--- config.mk ---
export PLATFORM = sky130hd
export DESIGN_NAME = ser_tx_top
export DESIGN_NICKNAME = d
export VERILOG_FILES = /design/src/rtl/ser_tx_pkg.sv /design/src/rtl/ser_tx_seq.sv /design/src/rtl/ser_tx_shift.sv /design/src/rtl/ser_tx_flag.sv /design/src/rtl/ser_tx_top.sv
export SDC_FILE = /design/constraint.sdc
export NUM_CORES = 1
export LEC_CHECK = 0
export BUFFER_PORTS_ARGS = -buffer_cell sky130_fd_sc_hd__buf_2
export CAP_MARGIN = 0
export CORE_AREA = 2 2 56 58
export CTS_BUF_LIST = sky130_fd_sc_hd__clkbuf_16
export CTS_CLUSTER_SIZE = 16
export DETAILED_ROUTE_END_ITERATION = 6
export DIE_AREA = 0 0 58 60
export REMOVE_ABC_BUFFERS = 1
export SETUP_SLACK_MARGIN = 0.02
export SYNTH_ARGS = -nofsm -noshare
export SYNTH_HDL_FRONTEND = slang
export SYNTH_HIERARCHICAL = 1
export SYNTH_SLANG_ARGS = --single-unit
--- constraint.sdc ---
create_clock -name clk_i -period 2 [get_ports clk_i]
set_clock_uncertainty 0.15 [all_clocks]
set_input_delay 0 -clock clk_i [delete_from_list [all_inputs] [get_ports clk_i]]
set_output_delay 0 -clock clk_i [all_outputs]
set_load 0.03 [all_outputs]
--- src/rtl/ser_tx_pkg.sv ---
package ser_tx_pkg;

  typedef enum logic [1:0] {
    SLOT_IDLE,
    SLOT_START,
    SLOT_DATA,
    SLOT_STOP
  } slot_e;

  function automatic int unsigned frame_slots(input int unsigned data_w);
    return data_w + 2;
  endfunction

endpackage

--- src/rtl/ser_tx_seq.sv ---
module ser_tx_seq
  import ser_tx_pkg::*;
#(
  parameter int unsigned DATA_W = 8
) (
  input  logic  clk_i,
  input  logic  rst_ni,
  input  logic  tick_i,
  input  logic  load_i,
  output slot_e slot_o,
  output logic  shift_o,
  output logic  stop_enter_o
);

  localparam int unsigned SLOTS = frame_slots(DATA_W);
  localparam int unsigned CNT_W = $clog2(SLOTS);
  localparam logic [CNT_W-1:0] LAST_SLOT = CNT_W'(SLOTS - 1);
  localparam logic [CNT_W-1:0] LAST_DATA = CNT_W'(SLOTS - 2);

  logic             pend_q;
  logic             busy_q;
  logic [CNT_W-1:0] cnt_q;

  // a load abandons any frame in flight; framing resumes on the next tick
  always_ff @(posedge clk_i or negedge rst_ni) begin
    if (!rst_ni) begin
      pend_q <= 1'b0;
      busy_q <= 1'b0;
      cnt_q  <= '0;
    end else if (load_i) begin
      pend_q <= 1'b1;
      busy_q <= 1'b0;
      cnt_q  <= '0;
    end else if (tick_i) begin
      if (pend_q) begin
        pend_q <= 1'b0;
        busy_q <= 1'b1;
        cnt_q  <= '0;
      end else if (busy_q) begin
        if (cnt_q == LAST_SLOT) begin
          busy_q <= 1'b0;
          cnt_q  <= '0;
        end else begin
          cnt_q <= cnt_q + 1'b1;
        end
      end
    end
  end

  always_comb begin
    if (!busy_q)                slot_o = SLOT_IDLE;
    else if (cnt_q == '0)       slot_o = SLOT_START;
    else if (cnt_q == LAST_SLOT) slot_o = SLOT_STOP;
    else                        slot_o = SLOT_DATA;
  end

  assign shift_o      = tick_i && !load_i && (slot_o == SLOT_DATA);
  assign stop_enter_o = tick_i && !load_i && busy_q && (cnt_q == LAST_DATA);

endmodule

--- src/rtl/ser_tx_shift.sv ---
module ser_tx_shift #(
  parameter int unsigned DATA_W = 8
) (
  input  logic              clk_i,
  input  logic              rst_ni,
  input  logic              load_i,
  input  logic [DATA_W-1:0] data_i,
  input  logic              shift_i,
  output logic              bit_o
);

  logic [DATA_W-1:0] sh_q;

  always_ff @(posedge clk_i or negedge rst_ni) begin
    if (!rst_ni)      sh_q <= '1;
    else if (load_i)  sh_q <= data_i;
    else if (shift_i) sh_q <= {1'b1, sh_q[DATA_W-1:1]};
  end

  assign bit_o = sh_q[0];

endmodule

--- src/rtl/ser_tx_flag.sv ---
module ser_tx_flag (
  input  logic clk_i,
  input  logic rst_ni,
  input  logic set_i,
  input  logic clr_i,
  output logic flag_o
);

  logic flag_q;

  // hardware set outranks a software clear on the same edge
  always_ff @(posedge clk_i or negedge rst_ni) begin
    if (!rst_ni)     flag_q <= 1'b0;
    else if (set_i)  flag_q <= 1'b1;
    else if (clr_i)  flag_q <= 1'b0;
  end

  assign flag_o = flag_q;

endmodule

--- src/rtl/ser_tx_top.sv ---
module ser_tx_top
  import ser_tx_pkg::*;
#(
  parameter int unsigned DATA_W = 8
) (
  input  logic              clk_i,
  input  logic              rst_ni,
  input  logic              bit_tick_i,
  input  logic              buf_wr_i,
  input  logic [DATA_W-1:0] buf_data_i,
  input  logic              flag_wr_i,
  input  logic              flag_val_i,
  output logic              txd_o,
  output logic              done_o
);

  slot_e slot;
  logic  shift;
  logic  stop_enter;
  logic  data_bit;

  ser_tx_seq #(.DATA_W(DATA_W)) u_seq (
    .clk_i       (clk_i),
    .rst_ni      (rst_ni),
    .tick_i      (bit_tick_i),
    .load_i      (buf_wr_i),
    .slot_o      (slot),
    .shift_o     (shift),
    .stop_enter_o(stop_enter)
  );

  ser_tx_shift #(.DATA_W(DATA_W)) u_shift (
    .clk_i  (clk_i),
    .rst_ni (rst_ni),
    .load_i (buf_wr_i),
    .data_i (buf_data_i),
    .shift_i(shift),
    .bit_o  (data_bit)
  );

  ser_tx_flag u_flag (
    .clk_i (clk_i),
    .rst_ni(rst_ni),
    .set_i (stop_enter),
    .clr_i (flag_wr_i && !flag_val_i),
    .flag_o(done_o)
  );

  always_comb begin
    unique case (slot)
      SLOT_START: txd_o = 1'b0;
      SLOT_DATA:  txd_o = data_bit;
      default:    txd_o = 1'b1;
    endcase
  end

endmodule

==> flow_metrics.tcl, run 1 <==
set metrics [dict create \
    ioPinCount 16 \
    cts_tree "yes" \
    drt-initial-drc-count 7 \
    slew_headroom 0.760 \
    syn2layout_area_growth_pct 44.5 \
    dr.pass1.iters 3 \
    synth_top_area_cell "dfstp_2" \
    dp_hpwl_mm 1.10 \
    synthAdderAreaFrac 0 \
    drc_errors 0 \
    h-tree-depth 1 \
    drive_gt1_frac 0.256 \
    layoutNonFillerInstCount 150 \
    post-cts-setup-buffer-count 0 \
    cap_violations 0 \
    root_buffer "clkbuf_16" \
    avgSynthCellArea_sq_um 10.1 \
    rsz0062_at_grt "no" \
    powerDensity_mw_per_mm2 712 \
    finalSetupViolCount 0 \
    diodes 0 \
    mostFrequentLayoutCells "20 x dlygate4sd3_1, 15 x buf_2, 11 x nand2_1" \
    cts_buffer_depth 2 \
    seq_area_sq_um 385 \
    synth_compound_area_frac 0.180 \
    ys_warn_count 6 \
    dieArea_sq_mm 0.00348 \
    fmax_ghz 0.559 \
    p_leak_nw 0.490 \
    antenna_found_initial 0 \
    fin_crit_sh 0.895 \
    end_kind "primary output" \
    ir_drop_mv 0.503 \
    cts_buffers 3 \
    synth.area.top_cells "dfstp_2 26%, dfrtp_1 21%, mux2i_1 9.8%" \
    wire_per_inst_microns 10.7 \
    crit_type "reg -> out" \
    finalHoldViolCount 0 \
    cts_resized 0 \
    wirelength_mm 1.61 \
    cp.arrival_ps 1640 \
    yosys.area_share.simple 0.179 \
    place.gp.congestion 0.856 \
    fin_tns_setup_ps 0 \
    crit_required_ps 1850 \
    cts.clk_slew.worst_paths_ps 50 \
    die_w_microns 58 \
    drv_slew 0 \
    r2r_cells 6 \
    numClockSinks 15 \
    power_uw 841 \
    yosysUniqueCellTypes 28 \
    start_util 0.282 \
    n_fill_cell 280 \
    via_count 703 \
    grt_pass1_wl_mm 3.05 \
    final_common_cell "dlygate4sd3_1" \
    fp.dieH_microns 60 \
    synthMuxAreaShare 0.0979 \
    hold_ws_ps 5.83 \
    synth_top_family_by_area "compound AO/OA/AOI/OAI gates" \
    setup_ws_ps 211 \
    worst-slew-pin-transition_ps 360 \
    fin_nets 132 \
    yosysSeqAreaShare 0.471 \
    period_needed_ps 1790 \
    grt_pass1_vias 784 \
    start_kind "register" \
    placed_cells 126 \
    cts-hold-fix-buffers 20 \
    worstPathMaxFanout 10 \
    port_buffers 15 \
    grt_max_degree 24 \
    status "complete, no violations" \
    final_cell_area_sq_mm 0.00118 \
    cpMaxStageDelayCell "dfrtp_1" \
    hold_path.class "in -> reg" \
    core_area_sq_mm 0.00290 \
    synth_top_area_share 0.257 \
    drtAntennaViolNets 0 \
    syn_inst 81 \
    clk_latency_ps 240 \
    synth-xor-area-share 0.0107 \
    multiInputGateArea_sq_um 383 \
    critical_path.max_stage_delay_ps 470 \
    dpl_cell_area_sq_um 903 \
    whs_path_depth 2 \
    crit_chain "xor2_1, nor3_1, and2_1, nor2_1, mux2i_1, buf_2" \
    syn_area_sq_um 818 \
    finalCoreUtilization 0.407 \
    avgViaCountPerCell 4.69 \
    grt_overflow 0 \
    synth-seq-cells 15 \
    num_rows 20 \
    dp_slack_ps 409 \
    grt_use_total 0.118 \
]
## flip-flops by register name (all words and copies together), names as in the netlist
register	flops
u_shift/sh_q	8
u_flag/flag_o	1
u_seq/cnt_q	4
u_seq/busy_q	1
u_seq/pend_q	1
## Yosys cell counts
cell type   n
o21a_1      1
nor2_1      5
nor2_2      1
nor4b_1     1
buf_6       3
o21ai_0     5
nor2b_1     1
dfrtp_1     7
nand4b_1    2
xor2_1      1
a22oi_1     1
o21ai_1     8
or2_0       1
dfstp_2     8
nor3_1      2
a22o_1      2
and3b_1     1
o41ai_1     1
a21o_1      2
a221oi_2    1
nor2b_2     1
nand2_1    11
inv_1       3
o41a_1      1
mux2i_1     8
nand3b_1    1
buf_2       1
and2_1      1
## cell families after synthesis
kind of cell	count (synthesis)
AND/OR/NAND/NOR	28
AO/OA/AOI/OAI	22
flip-flops	15
multiplexers	8
buffers and inverters	7
XOR/XNOR	1
## final cells by class
type,count,area share
Tap cell,33,0.0349
Timing Repair Buffer,36,0.239
Multi-Input combinational cell,59,0.324
Sequential cell,15,0.326
Clock buffer,3,0.0635
Clock inverter,1,0.00317
Inverter,3,0.00952
## worst max-delay path: cells and delay by family (launching register included)
family	cells	cell delay, ps
xor+xnor	1	200
buf+inv	1	210
flops	1	470
mux	1	120
simple gates	3	400
## path summary, 6_finish.rpt
path	from	end	slack [ps]
min reg2reg	u_flag/flag_o	u_flag/flag_o	320
max in group asynchronous	rst_ni	u_shift/sh_q[0]	1360
max	u_seq/cnt_q[0]	txd_o	210
min	buf_wr_i	u_seq/busy_q	6
max reg2reg	u_seq/cnt_q[0]	u_shift/sh_q[6]	410
min in group asynchronous	rst_ni	u_seq/busy_q	50
## layer usage
layer,vias up,global-route usage,wire length (microns)
met5,-,0,0
met4,0,0.0930,34
met3,4,0.0260,46
met2,14,0.214,841
met1,327,0.115,684
li1,358,-,-
## report_power, final
| group | internal, mW | total [mW] | switching [mW] |
|---|---|---|---|
| sequential | 0.336 | 0.355 | 0.0182 |
| clock | 0.264 | 0.378 | 0.114 |
| combinational | 0.0598 | 0.109 | 0.0490 |
(Power assumes the default switching activity.)
==> inputs of run 2 (changes only) <==
--- a/config.mk
+++ b/config.mk
@@ -7,14 +7,13 @@
 export LEC_CHECK = 0
 export BUFFER_PORTS_ARGS = -buffer_cell sky130_fd_sc_hd__buf_2
 export CAP_MARGIN = 0
-export CORE_AREA = 2 2 56 58
+export CORE_AREA = 2 2 55 57
 export CTS_BUF_LIST = sky130_fd_sc_hd__clkbuf_16
 export CTS_CLUSTER_SIZE = 16
 export DETAILED_ROUTE_END_ITERATION = 6
-export DIE_AREA = 0 0 58 60
+export DIE_AREA = 0 0 57 59
 export REMOVE_ABC_BUFFERS = 1
 export SETUP_SLACK_MARGIN = 0.02
 export SYNTH_ARGS = -nofsm -noshare
 export SYNTH_HDL_FRONTEND = slang
-export SYNTH_HIERARCHICAL = 1
 export SYNTH_SLANG_ARGS = --single-unit
==> run 2 against run 1 <==
Synthesized cell count shrank 7.4%. Synthesized area down 1.7%. Die area down 3.4%. Via count decreased by 4.4%. Sequential share of layout area increased by 1.8 points. Wire length rose by 5.5%. Final cell count down 9.3%. Combinational power fell by 14%. Power increased by 0.26%. Critical path type unchanged. Critical endpoint unchanged. Largest cell class unchanged.
==> flow_metrics.tcl, run 2 <==
set metrics [dict create \
    yosysSeqAreaShare 0.479 \
    fmax_ghz 0.579 \
    worst-slew-pin-transition_ps 342 \
    multiInputGateArea_sq_um 380 \
    slew_headroom 0.772 \
    die_w_microns 57 \
    dieArea_sq_mm 0.00336 \
    drtAntennaViolNets 0 \
    synth_top_area_share 0.261 \
    ioPinCount 16 \
    setup_ws_ps 274 \
    cp.arrival_ps 1580 \
    cts.clk_slew.worst_paths_ps 50 \
    diodes 0 \
    regMostFlops "u_shift.sh_q" \
    port_buffers 15 \
    drt-initial-drc-count 11 \
    grt_max_degree 17 \
    syn_inst 75 \
    n_fill_cell 280 \
    drc_errors 0 \
    worstPathMaxFanout 9 \
    avgViaCountPerCell 4.94 \
    numClockSinks 15 \
    synth.area.top_cells "dfstp_2 26%, dfrtp_1 22%, a22o_1 8.7%" \
    seq_area_sq_um 385 \
    p_int_uw 656 \
    ir_drop_mv 0.575 \
    fp.dieH_microns 59 \
    reg.largest.list "u_shift.sh_q (8), u_seq.cnt_q (4)" \
    yosysUniqueCellTypes 31 \
    power_frac_seq 0.414 \
    switching_share 0.222 \
    crit_type "reg -> out" \
    cts_tree "yes" \
    rsz0062_at_grt "no" \
    core_area_sq_mm 0.00271 \
    start_util 0.297 \
    root_buffer "clkbuf_16" \
    p_leak_nw 0.510 \
    largest_reg_flops 8 \
    synth-seq-cells 15 \
    drive_gt1_frac 0.314 \
    fin_nets 120 \
    dr.pass1.iters 4 \
    synthArstFlopShare 1.00 \
    fin_crit_sh 0.863 \
    via_count 672 \
    antenna_found_initial 0 \
    num_rows 19 \
    grt_pass1_vias 713 \
    grt_use_total 0.122 \
    yosys-top-cells-count "8 x a21o_1, 8 x a22o_1, 8 x dfstp_2, 7 x dfrtp_1, 5 x nand2_1" \
    start_kind "register" \
    synth_top_area_cell "dfstp_2" \
    wire_per_inst_microns 12.5 \
    status "complete, no violations" \
    hold_path.class "in -> async" \
    syn_area_sq_um 805 \
    mostFrequentLayoutCells "15 x buf_2, 14 x dlygate4sd3_1, 8 x a22o_1, 8 x a21o_1, 8 x dfstp_2" \
    period_needed_ps 1730 \
    dp_slack_ps 491 \
    avgSynthCellArea_sq_um 10.7 \
    syn2layout_area_growth_pct 39.3 \
    grt_overflow 0 \
    ys_warn_count 0 \
    crit_required_ps 1850 \
    finalSetupViolCount 0 \
    end_kind "primary output" \
    clk_latency_ps 250 \
    combPwrFrac 0.111 \
    grt_pass1_wl_mm 3.15 \
    post-cts-setup-buffer-count 0 \
    synth-edff-count 0 \
    switchingPower_uw 187 \
    dp_hpwl_mm 1.08 \
    drv_slew 0 \
    synthFlopType "dfstp_2" \
    fin_tns_setup_ps 0 \
    cap_violations 0 \
    final_common_cell "buf_2" \
    wirelength_mm 1.70 \
    place.gp.congestion 0.813 \
    cts_buffers 3 \
    cts_buffer_depth 2 \
    powerDensity_mw_per_mm2 752 \
    h-tree-depth 1 \
    finalHoldViolCount 0 \
    p_clk_frac 0.475 \
]
run 2: changes by cell type in the layout (fill, tap and decap cells not counted), moves of 3 or more:
cell and change:
o21ai_1 -4, a22o_1 +6, mux2i_1 -8, o21ai_0 -3, o31ai_1 +3, a21oi_1 +3
a21o_1 +6, dlygate4sd3_1 -6, nand2_1 -6
run 2: cell families (layout without fill, tap and decap cells):
| logic type | Yosys count | after routing | synth area share |
|---|---|---|---|
| AND/OR/NAND/NOR | 20 | 20 | 0.157 |
| buffers and inverters | 7 | 37 | 0.0482 |
| flip-flops | 15 | 15 | 0.479 |
| AO/OA/AOI/OAI | 32 | 32 | 0.296 |
| XOR/XNOR | 1 | 1 | 0.0202 |
run 2: final cells by class:
type,instances,share of cell area
sequential,15,0.344
multi-input combinational,53,0.339
inverter,3,0.0100
tap,31,0.0346
timing repair buffer,30,0.199
clock inverter,1,0.00670
clock buffer,3,0.0670
run 2: what timing repair did:
item / CTS / global route
hold buffers: 14 / 0
resized for setup: 0 / 0
hold endpoints to repair: 28 / 0
run 2: metrics by stage:
stage / std cells / power [mW] / util / cell area [sq um] / hold WS [ps]
6_report: 136 / 0.843 / 0.414 / 1120 / 57.1
5_1_grt: 136 / 0.877 / 0.414 / 1120 / 92.2
2_1_floorplan: 71 / 0.390 / - / 777 / -446
3_5_place_dp: 118 / 0.428 / 0.331 / 898 / -224
4_1_cts: 136 / 0.854 / 0.414 / 1120 / 44.5
3_3_place_gp: 118 / 0.426 / 0.331 / 898 / -222
run 2: worst max-delay path: stages, from the launching register on:
cell     delay [ps]
dfrtp_1         470
or3_1           410
a21oi_1         160
o21ai_1         100
buf_2           190
run 2: final timing paths:
| kind | start | endpoint | slack (ps) | depth (start not counted) |
|---|---|---|---|---|
| worst max-delay path | u_seq.cnt_q[1] | txd_o | 270 | 4 |
| worst max register to register | u_seq.cnt_q[0] | u_shift.sh_q[5] | 490 | 4 |
| min in group clk_i | u_shift.sh_q[4] | u_shift.sh_q[4] | 360 | 1 |
| max in group asynchronous | rst_ni | u_shift.sh_q[2] | 1350 | 2 |
| worst min register to register | u_shift.sh_q[4] | u_shift.sh_q[4] | 360 | 1 |
| worst min-delay path | rst_ni | u_seq.cnt_q[3] | 60 | 2 |
run 2: routing by layer:
| layer | vias up | track usage | share of wire |
|---|---|---|---|
| met1 | 315 | 0.157 | 0.47 |
| met2 | 14 | 0.187 | 0.46 |
| met3 | 6 | 0.0218 | 0.037 |
| met4 | 0 | 0.0831 | 0.030 |
| met5 | - | 0 | 0 |
| li1 | 337 | - | - |
run 2: power groups by stage:
stage               logic (mW)  registers [mW]  clock network, mW
global route             0.105           0.352              0.421
detailed placement      0.0747           0.353                  0
global placement        0.0731           0.353                  0
finish                  0.0934           0.350              0.401
CTS                     0.0941           0.349              0.411
floorplan               0.0408           0.349                  0
==> inputs of run 3 (changes only) <==
--- a/config.mk
+++ b/config.mk
@@ -5,15 +5,18 @@
 export SDC_FILE = /design/constraint.sdc
 export NUM_CORES = 1
 export LEC_CHECK = 0
+export ABC_AREA = 1
 export BUFFER_PORTS_ARGS = -buffer_cell sky130_fd_sc_hd__buf_2
 export CAP_MARGIN = 0
-export CORE_AREA = 2 2 55 57
+export CORE_AREA = 2 2 56 58
 export CTS_BUF_LIST = sky130_fd_sc_hd__clkbuf_16
+export CTS_CLUSTER_DIAMETER = 100
 export CTS_CLUSTER_SIZE = 16
 export DETAILED_ROUTE_END_ITERATION = 6
-export DIE_AREA = 0 0 57 59
+export DIE_AREA = 0 0 58 60
 export REMOVE_ABC_BUFFERS = 1
 export SETUP_SLACK_MARGIN = 0.02
 export SYNTH_ARGS = -nofsm -noshare
 export SYNTH_HDL_FRONTEND = slang
+export SYNTH_HIERARCHICAL = 1
 export SYNTH_SLANG_ARGS = --single-unit
==> run 3 against run 2 <==
Die area is 3.5% higher. Critical endpoint unchanged. Synthesized cell count is 41% higher. Critical path depth is 3 higher. Largest power group unchanged. Maximum frequency is 3.9% higher.
==> flow_metrics.tcl, run 3 <==
set metrics [dict create \
    fin_tns_setup_ps 0 \
    grt_overflow 0 \
    cts_buffers 3 \
    rsz0062_at_grt "no" \
    hold_path.class "in -> reg" \
    drc_errors 0 \
    setup_ws_ps 338 \
    yosysUniqueCellTypes 22 \
    synth_top_area_cell "dfstp_2" \
    core_area_sq_mm 0.00290 \
    hold_start "buf_wr_i" \
    fmax_ghz 0.602 \
    grt_use_total 0.119 \
    cts.clk_slew.worst_paths_ps 50 \
    dr.pass1.iters 4 \
    antenna_found_initial 0 \
    reg2reg_from "u_seq/cnt_q[0]" \
    place.gp.congestion 0.855 \
    via_count 781 \
    dp_slack_ps 220 \
    p_leak_nw 0.542 \
    dpl_cell_area_sq_um 932 \
    synth.area.top_cells "dfstp_2 25%, dfrtp_1 21%, nand2_1 15%" \
    grt_max_degree 16 \
    fp.dieH_microns 60 \
    avgViaCountPerCell 4.59 \
    synth-seq-cells 15 \
    slew_headroom 0.687 \
    synth_top_area_share 0.253 \
    mostFrequentLayoutCells "33 x nand2_1, 20 x nand3_1, 15 x buf_2" \
    powerDensity_mw_per_mm2 774 \
    ir_drop_mv 0.463 \
    dieArea_sq_mm 0.00348 \
    yosys.area_share.simple 0.400 \
    cts_buffer_depth 2 \
    ioPinCount 16 \
    status "complete, no violations" \
    syn2layout_area_growth_pct 39.1 \
    synth_top_family_by_area "simple AND/OR/NAND/NOR gates" \
    synthAdderAreaFrac 0 \
    synthMuxAreaShare 0 \
    yosysMostFrequentCell "nand2_1" \
    final_cell_area_sq_mm 0.00116 \
    synthArstFlopShare 1.00 \
    diodes 0 \
    n_fill_cell 299 \
    final_common_cell "nand2_1" \
    crit_type "reg -> out" \
    yosysSeqAreaShare 0.463 \
    worst-slew-pin-transition_ps 469 \
    drtAntennaViolNets 0 \
    crit_required_ps 1850 \
    syn_inst 106 \
    drt-initial-drc-count 8 \
    ys_warn_count 6 \
    dp_hpwl_mm 1.33 \
    grt_pass1_wl_mm 3.20 \
    wire_per_inst_microns 10.1 \
    drive_gt1_frac 0.270 \
    finalHoldViolCount 0 \
    start_util 0.287 \
    worstPathMaxFanout 6 \
    cp.arrival_ps 1510 \
    drv_slew 0 \
    fin_crit_sh 0.831 \
    synth_compound_area_frac 0.0602 \
    port_buffers 15 \
    critPathLaunch "u_seq/cnt_q[1]" \
    avgSynthCellArea_sq_um 7.85 \
    num_rows 20 \
    reg.largest.list "u_shift/sh_q (8), u_seq/cnt_q (4)" \
    numClockSinks 15 \
    largest_reg_flops 8 \
    regMostFlops "u_shift/sh_q" \
    syn_area_sq_um 832 \
    root_buffer "clkbuf_16" \
    finalSetupViolCount 0 \
    end_kind "primary output" \
    post-cts-setup-buffer-count 0 \
    hold_ws_ps 2.65 \
    yosys-top-cells-count "33 x nand2_1, 20 x nand3_1, 9 x inv_1, 8 x dfstp_2, 8 x nor2_1" \
    start_kind "register" \
    cap_violations 0 \
    synth-xor-area-share 0 \
    grt_pass1_vias 788 \
    fin_nets 152 \
    h-tree-depth 1 \
    die_w_microns 58 \
    period_needed_ps 1660 \
    synth-edff-count 0 \
    synthFlopType "dfstp_2" \
    clk_latency_ps 240 \
    wirelength_mm 1.72 \
    cts_tree "yes" \
]
run 3: cell types whose count changed after synthesis, sizes merged, moves of 2 or more:
cell,before,now
nand4,1,3
o31ai,3,0
inv,3,12
nor2,6,11
nand2,5,34
a22o,8,0
o21ai,6,1
nand3,0,21
a21o,8,0
run 3: worst max-delay path, cell delays in order (launching register included):
cell and delay [ps]:
dfrtp_1 430, nor2_1 190, nand3_1 120, a21oi_1 200, inv_1 60, nand2_1 70, nand2_1 40, buf_2 170
run 3: where the power goes:
group	internal (mW)	switching [mW]	total, mW
combinational	0.0616	0.0800	0.142
sequential	0.342	0.0228	0.364
clock	0.269	0.121	0.390
total	0.672	0.224	0.896
run 3: stage by stage:
step | std cells | util | power (mW)
CTS | 170 | 0.398 | 0.911
finish | 170 | 0.399 | 0.896
floorplan | 104 | - | 0.443
global placement | 152 | 0.321 | 0.486
detailed placement | 152 | 0.321 | 0.490
global route | 170 | 0.399 | 0.948
run 3: timing repair:
action | CTS | global route
hold endpoints to repair | 26 | 0
hold buffers | 14 | 0
resized for setup | 0 | 1
setup endpoints to repair | 0 | 1
run 3: per-layer routing:
metal / part of all wire / global-route usage / vias up
li1: - / - / 406
met1: 0.43 / 0.130 / 358
met2: 0.53 / 0.226 / 15
met3: 0.028 / 0.0195 / 2
met4: 0.011 / 0.0498 / 0
met5: 0 / 0 / -
run 3: final timing paths:
check | to | slack [ps] | cells past startpoint
max in group asynchronous | u_shift/sh_q[2] | 1380 | 2
hold / removal | u_shift/sh_q[5] | 3 | 3
setup / recovery | txd_o | 340 | 7
setup reg to reg | u_shift/sh_q[2] | 400 | 7
min in group asynchronous | u_seq/cnt_q[2] | 30 | 2
hold reg to reg | u_shift/sh_q[7] | 320 | 2
run 3: kinds of logic after synthesis:
| group | Yosys count |
|---|---|
| DFF | 15 |
| buffers and inverters | 14 |
| and+or+nand+nor | 70 |
| AOI/OAI and AO/OA | 7 |
run 3: cell type report:
| type | instances | area (sq um) | area share |
|---|---|---|---|
| flip-flops and latches | 15 | 385 | 0.333 |
| multi-input cells | 77 | 385 | 0.333 |
| repair buffers | 29 | 215 | 0.186 |
| clock buffers | 3 | 75.1 | 0.0649 |
| inverters | 12 | 47.5 | 0.0411 |
| well taps | 33 | 41.3 | 0.0357 |
| clock inverters | 1 | 7.51 | 0.00649 |
